[src/rtl/rtc_alarm_pkg.sv]
package rtc_alarm_pkg;
  localparam int NUM_FIELDS = 5;   // index 0 sec, 1 min, 2 hour, 3 date, 4 month
  localparam int FIELD_W    = 8;
  localparam int RPT_W      = 5;
  localparam int DATE_IDX   = 3;

  typedef enum logic [2:0] {
    MODE_SEC, MODE_MIN, MODE_HOUR, MODE_DAY, MODE_MONTH, MODE_YEAR
  } rpt_mode_e;

  // Map the repeat code onto a mode; unknown codes fall back to per-second.
  function automatic rpt_mode_e decode_rpt(logic [RPT_W-1:0] code);
    case (code)
      5'b00000: return MODE_YEAR;
      5'b10000: return MODE_MONTH;
      5'b11000: return MODE_DAY;
      5'b11100: return MODE_HOUR;
      5'b11110: return MODE_MIN;
      default:  return MODE_SEC;
    endcase
  endfunction

  // Fields that take part in the compare, one bit per field index.
  function automatic logic [NUM_FIELDS-1:0] mode_mask(rpt_mode_e m);
    case (m)
      MODE_YEAR:  return 5'b11111;
      MODE_MONTH: return 5'b01111;
      MODE_DAY:   return 5'b00111;
      MODE_HOUR:  return 5'b00011;
      MODE_MIN:   return 5'b00001;
      default:    return 5'b00000;
    endcase
  endfunction
endpackage

[src/rtl/alarm_mode_decode.sv]
module alarm_mode_decode
  import rtc_alarm_pkg::*;
(
  input  logic [RPT_W-1:0]      rpt_code,
  input  logic [FIELD_W-1:0]    alm_date,
  output logic [NUM_FIELDS-1:0] field_mask,
  output logic                  alarm_off
);
  rpt_mode_e mode;

  always_comb begin
    mode       = decode_rpt(rpt_code);
    field_mask = mode_mask(mode);
    alarm_off  = (rpt_code == '0) && (alm_date == '0);
  end

  // every mask is a contiguous run starting at the seconds field
  always_comb begin
    p_mask_thermo_r4 : assert ((field_mask & (field_mask + 5'd1)) == '0);
  end
endmodule

[src/rtl/alarm_field_cmp.sv]
module alarm_field_cmp
  import rtc_alarm_pkg::*;
#(
  parameter int NF = NUM_FIELDS,
  parameter int FW = FIELD_W
) (
  input  logic [NF*FW-1:0] now_flat,
  input  logic [NF*FW-1:0] alm_flat,
  input  logic [NF-1:0]    field_mask,
  input  logic             sec_tick,
  input  logic             alarm_off,
  output logic             hit
);
  logic [NF-1:0] field_ok;

  for (genvar i = 0; i < NF; i++) begin : g_field
    assign field_ok[i] = !field_mask[i] ||
                         (now_flat[i*FW +: FW] == alm_flat[i*FW +: FW]);
  end

  assign hit = sec_tick && !alarm_off && (&field_ok);
endmodule

[src/rtl/alarm_irq_ctrl.sv]
module alarm_irq_ctrl #(
  parameter int              AW        = 6,
  parameter logic [AW-1:0]   FLAG_ADDR = 6'h0F
) (
  input  logic          clk,
  input  logic          rst_n,
  input  logic          hit,
  input  logic          sec_tick,
  input  logic          flag_rd,
  input  logic [AW-1:0] bus_ptr,
  input  logic          on_battery,
  input  logic          en_wr,
  input  logic [1:0]    en_data,
  output logic          alarm_flag,
  output logic          irq_n
);
  logic afe_q, abe_q, af_q, irq_q, pend_q;
  logic parked, allow, fire_now;

  assign parked   = (bus_ptr == FLAG_ADDR);
  assign allow    = on_battery ? (afe_q && abe_q) : afe_q;
  assign fire_now = hit && allow;

  always_ff @(posedge clk or negedge rst_n) begin
    if (!rst_n) begin
      afe_q <= 1'b0;
      abe_q <= 1'b0;
    end else if (en_wr) begin
      afe_q <= en_data[0];
      abe_q <= en_data[1];
    end
  end

  always_ff @(posedge clk or negedge rst_n) begin
    if (!rst_n)       af_q <= 1'b0;
    else if (hit)     af_q <= 1'b1;
    else if (flag_rd) af_q <= 1'b0;
  end

  always_ff @(posedge clk or negedge rst_n) begin
    if (!rst_n) begin
      irq_q  <= 1'b0;
      pend_q <= 1'b0;
    end else if (fire_now) begin
      if (parked) pend_q <= 1'b1;
      else begin
        irq_q  <= 1'b1;
        pend_q <= 1'b0;
      end
    end else if (flag_rd) begin
      irq_q  <= 1'b0;
      pend_q <= 1'b0;
    end else if (pend_q && !parked) begin
      irq_q  <= 1'b1;
      pend_q <= 1'b0;
    end
  end

  assign alarm_flag = af_q;
  assign irq_n      = !irq_q;

  // an active interrupt always has the flag behind it
  p_irq_has_flag_r6 : assert property (@(posedge clk) disable iff (!rst_n)
    !irq_n |-> alarm_flag);
  // the flag only rises after a tick cycle
  p_flag_on_tick_r5 : assert property (@(posedge clk) disable iff (!rst_n)
    $rose(alarm_flag) |-> $past(sec_tick));
  // the interrupt never rises while the pointer was parked on the flag
  p_no_irq_parked_r8 : assert property (@(posedge clk) disable iff (!rst_n)
    $rose(!irq_n) |-> ($past(bus_ptr) != FLAG_ADDR));
  // a flag read without an event clears both outputs
  p_read_clears_r7 : assert property (@(posedge clk) disable iff (!rst_n)
    (flag_rd && !hit) |=> (irq_n && !alarm_flag));
  // a fresh battery-mode interrupt needs both enables
  p_batt_gate_r9 : assert property (@(posedge clk) disable iff (!rst_n)
    ($rose(!irq_n) && $past(on_battery) && !$past(pend_q)) |-> $past(afe_q && abe_q));
endmodule

[src/rtl/rtc_alarm_ctrl.sv]
module rtc_alarm_ctrl
  import rtc_alarm_pkg::*;
#(
  parameter int            AW        = 6,
  parameter logic [AW-1:0] FLAG_ADDR = 6'h0F
) (
  input  logic               clk,
  input  logic               rst_n,
  input  logic               sec_tick,
  input  logic [FIELD_W-1:0] now_sec,
  input  logic [FIELD_W-1:0] now_min,
  input  logic [FIELD_W-1:0] now_hour,
  input  logic [FIELD_W-1:0] now_date,
  input  logic [FIELD_W-1:0] now_month,
  input  logic [FIELD_W-1:0] alm_sec,
  input  logic [FIELD_W-1:0] alm_min,
  input  logic [FIELD_W-1:0] alm_hour,
  input  logic [FIELD_W-1:0] alm_date,
  input  logic [FIELD_W-1:0] alm_month,
  input  logic [RPT_W-1:0]   rpt_code,
  input  logic [AW-1:0]      bus_ptr,
  input  logic               flag_rd,
  input  logic               on_battery,
  input  logic               en_wr,
  input  logic [1:0]         en_data,
  output logic               alarm_flag,
  output logic               irq_n
);
  localparam int FLAT_W = NUM_FIELDS * FIELD_W;

  logic [FLAT_W-1:0]     now_flat, alm_flat;
  logic [NUM_FIELDS-1:0] field_mask;
  logic                  alarm_off;
  logic                  hit;

  assign now_flat = {now_month, now_date, now_hour, now_min, now_sec};
  assign alm_flat = {alm_month, alm_date, alm_hour, alm_min, alm_sec};

  alarm_mode_decode u_decode (
    .rpt_code   (rpt_code),
    .alm_date   (alm_date),
    .field_mask (field_mask),
    .alarm_off  (alarm_off)
  );

  alarm_field_cmp #(.NF(NUM_FIELDS), .FW(FIELD_W)) u_cmp (
    .now_flat   (now_flat),
    .alm_flat   (alm_flat),
    .field_mask (field_mask),
    .sec_tick   (sec_tick),
    .alarm_off  (alarm_off),
    .hit        (hit)
  );

  alarm_irq_ctrl #(.AW(AW), .FLAG_ADDR(FLAG_ADDR)) u_irq (
    .clk        (clk),
    .rst_n      (rst_n),
    .hit        (hit),
    .sec_tick   (sec_tick),
    .flag_rd    (flag_rd),
    .bus_ptr    (bus_ptr),
    .on_battery (on_battery),
    .en_wr      (en_wr),
    .en_data    (en_data),
    .alarm_flag (alarm_flag),
    .irq_n      (irq_n)
  );

  // a disabled alarm never produces an event
  p_disabled_r11 : assert property (@(posedge clk) disable iff (!rst_n)
    ((rpt_code == '0) && (alm_date == '0)) |=> $stable(alarm_flag) || !alarm_flag);
endmodule

[config.mk]
export PLATFORM = sky130hd
export DESIGN_NAME = rtc_alarm_ctrl
export DESIGN_NICKNAME = d
export VERILOG_FILES = /design/src/rtl/rtc_alarm_pkg.sv /design/src/rtl/alarm_mode_decode.sv /design/src/rtl/alarm_field_cmp.sv /design/src/rtl/alarm_irq_ctrl.sv /design/src/rtl/rtc_alarm_ctrl.sv
export SDC_FILE = /design/constraint.sdc
export NUM_CORES = 1
export LEC_CHECK = 0
export BUFFER_PORTS_ARGS = -buffer_cell sky130_fd_sc_hd__buf_4
export CORE_MARGIN = 8
export CORE_UTILIZATION = 25
export CTS_CLUSTER_SIZE = 28
export DETAILED_ROUTE_END_ITERATION = 10
export PLACE_DENSITY = 0.66
export SLEW_MARGIN = 0
export SYNTH_ARGS = -nofsm -noshare
export SYNTH_HDL_FRONTEND = slang
export SYNTH_SLANG_ARGS = --single-unit
[constraint.sdc]
create_clock -name clk -period 1.4 [get_ports clk]
set_input_delay 0 -clock clk [delete_from_list [all_inputs] [get_ports clk]]
set_output_delay 0 -clock clk [all_outputs]
set_load 0.05 [all_outputs]
==> results.cfg <==
[synth]
yosys.area_share.simple_pct = 24.1
synth_nets = 195
synth_cell_types = 22
yosys.area.top_type = xnor2_1
ys_seq_area_share_pct = 15.9
synthTopCellsByArea = xnor2_1 (27%), xor2_1 (18%), dfrtp_1 (16%), nor4_1 (4.8%), nand2_1 (4.3%)
ys_ff_latch = 5
synth_top_family_by_area = XOR/XNOR gates
synth_compound_area_share_pct = 11.5
synthXorXnorAreaFrac_pct = 44.7
synth_fa_ha_area_share_pct = 0
synthMuxAreaShare_pct = 1.44
yosys.area.top_type_share_pct = 26.8
yosys_warnings = 0
netlist_area_um2 = 785
syn_area_per_cell_um2 = 8.17
syn_inst = 96

[sta]
tightest_slew_ns = 0.357
rsz0062_at_grt = yes
period_share_pct = 95.3
setup_viol_count_final = 0
max_clock_freq_mhz = 749
final.setup.tns_ns = 0
clock_skew_ns = 0.00524
hold_viol_final = 0
layout_min_cycle_time_ns = 1.33
relSlewSlack_pct = 75.9
slew_violations = 0

[setup_path]
crit_chain = buf_4 > xnor2_2 > nand4_1 > nor4_4 > a41oi_2 > o32ai_2 > a2bb2oi_1 > nor2_1
cp_max_fo = 3
crit_path_max_incr_delay_ns = 0.37
cp.arrival_ns = 1.51
crit_path_start_kind = primary input
path_buf_inv = 1
critPathTopFamily = compound AO/OA/AOI/OAI gates
crit_slowest_cell = o32ai_2
worstPathRequired_ns = 1.58
endpoint_kind = flop
criticalPathCategory = primary input to flop

[global_routing]
grt_overflow = 0
grtUsageMet2_pct = 22.8
use_met1_pct = 12.9
track_usage_pct = 12.4
grt_pass1_wl_um = 5430
grt_antenna_before_repair = 0
busiest_layer = met2
met3_usage_pct = 5.10
grt_pass1_vias = 1315
grt_max_degree = 6

[cts]
cts_sinks = 5
clk_pin_slew_ns = 0.05
post_cts_buffers = 0
root_buffer = clkbuf_4
cts.htree.levels = 1
worstSkewPairLatency_ns = 0.25
clockBufferDepth = 2
cts_buffers = 3
cts_tree = yes

[floorplanning]
initial_utilization_pct = 25.9
rows = 20
ioPinCount = 101
core_mm2 = 0.00303
die_area_mm2 = 0.00519
die_h_um = 72.0
fp.dieW_um = 72.0

[route]
drc = 0
drt-total-wl_um = 3430
num_vias = 1135
drt-pass1-iter-count = 4
drtAntennaViolNets = 0
drtIter0Drc = 15
wl_per_cell_um = 13.4
vias_per_cell = 4.45

[placed_design]
dp_cells = 245
gp_congestion = 0.742
dpl-instance-area_mm2 = 0.00163
hpwl_um = 3090
portBuffers = 100

[final_layout]
final_layout_size_suffix_gt1_share_pct = 56.4
syn_to_final_growth_pct = 129
stdcell_count = 255
finish.instance_area_mm2 = 0.00180
fin_nets = 311
diodes = 0

[power_and_ir_drop]
powerDensity_mw_per_mm2 = 461
p_total_w = 0.000830
peakVddDrop_mv = 0.359
p_leak_nw = 0.875

[status]
outcome = complete, no violations

[worst_hold_path]
hp-class = primary input to flop

[job]
drv_cap = 0
power by group:
group	total, W	internal, W	switching [W]
registers	0.000165	0.000157	0.00000766
logic	0.000485	0.000309	0.000176
clock network	0.000180	0.000109	0.0000711
total	0.000830	0.000574	0.000255
area by class of cell:
type / count / area, um^2
sequential: 5 / 125
multi-input combinational: 86 / 702
inverter: 5 / 18.8
fill: 281 / 1230
timing repair buffer: 111 / 871
tap: 44 / 55.1
clock buffer: 4 / 26.3
synth_stat cells (all sizes together):
library cell  count
a221oi            1
o32ai             1
nand2             9
a21oi             3
o41ai             2
xor2             16
nor2b             1
a41oi             1
xnor2            24
nor4              8
o21ai             3
nor2              8
inv               5
or3               1
dfrtp             5
mux2              1
and4b             1
a2bb2oi           1
nand4             5
cells by family (layout without fill, tap and decap cells):
group / after synthesis / after routing
compound gates: 12 / 12
flops: 5 / 5
buf+inv: 5 / 120
simple gates: 33 / 33
xor+xnor: 40 / 40
mux: 1 / 1
stage by stage:
stage | hold WS (ns) | util [%] | worst slack [ns]
detailed placement | -0.196 | 53.8 | -0.292
floorplan | -0.296 | - | 0.116
finish | 0.0348 | 59.4 | 0.0652
CTS | 0.0409 | 57.1 | 0.0213
global placement | -0.197 | 53.8 | -0.131
global route | 0.0415 | 59.4 | -0.0460
layout by cell type, fill, tap and decap left out, types with 6 or more instances in the layout:
cell type | synthesis | routed
buf_4 | 0 | 99
buf_6 | 0 | 6
dlygate4sd3_1 | 0 | 6
nand2_1 | 9 | 9
nor2_1 | 8 | 8
nor4_1 | 6 | 6
xnor2_1 | 24 | 18
xnor2_2 | 0 | 6
xor2_1 | 16 | 16
sequential cells by signal (all words and copies together), names as in the netlist:
name and count:
u_irq.abe_q 1, u_irq.afe_q 1, u_irq.alarm_flag 1, u_irq.irq_q 1, u_irq.pend_q 1
worst register-to-register path, delay by kind of cell (launching register included):
family	cells	cell delay (ns)
buffers and inverters	2	0.63
AOI/OAI and AO/OA	1	0.08
DFF	1	0.36
path summary, 6_finish.rpt:
check	startpoint	depth (start not counted)	slack, ns	endpoint
max reg2reg	u_irq.abe_q$_DFFE_PN0P_	3	0.22	u_irq.abe_q$_DFFE_PN0P_
min reg2reg	u_irq.afe_q$_DFFE_PN0P_	1	0.52	u_irq.afe_q$_DFFE_PN0P_
max	alm_sec[5]	8	0.07	u_irq.irq_q$_DFFE_PN0P_
min in group asynchronous	rst_n	2	0.08	u_irq.abe_q$_DFFE_PN0P_
min	bus_ptr[4]	3	0.03	u_irq.pend_q$_DFFE_PN0P_
max in group asynchronous	rst_n	2	1.21	u_irq.irq_q$_DFFE_PN0P_
per-layer routing:
layer	vias up	share of wire [%]
met2	58	51
met5	-	0
met4	0	0.50
met3	2	10
li1	568	-
met1	507	38
timing repair:
action / in CTS / in global routing
hold endpoints to repair: 8 / 0
endpoints found under the setup margin: 2 / 3
pin swaps: 2 / 13
gates resized for setup: 2 / 12
hold buffers: 6 / 0
(Power assumes the default switching activity.)
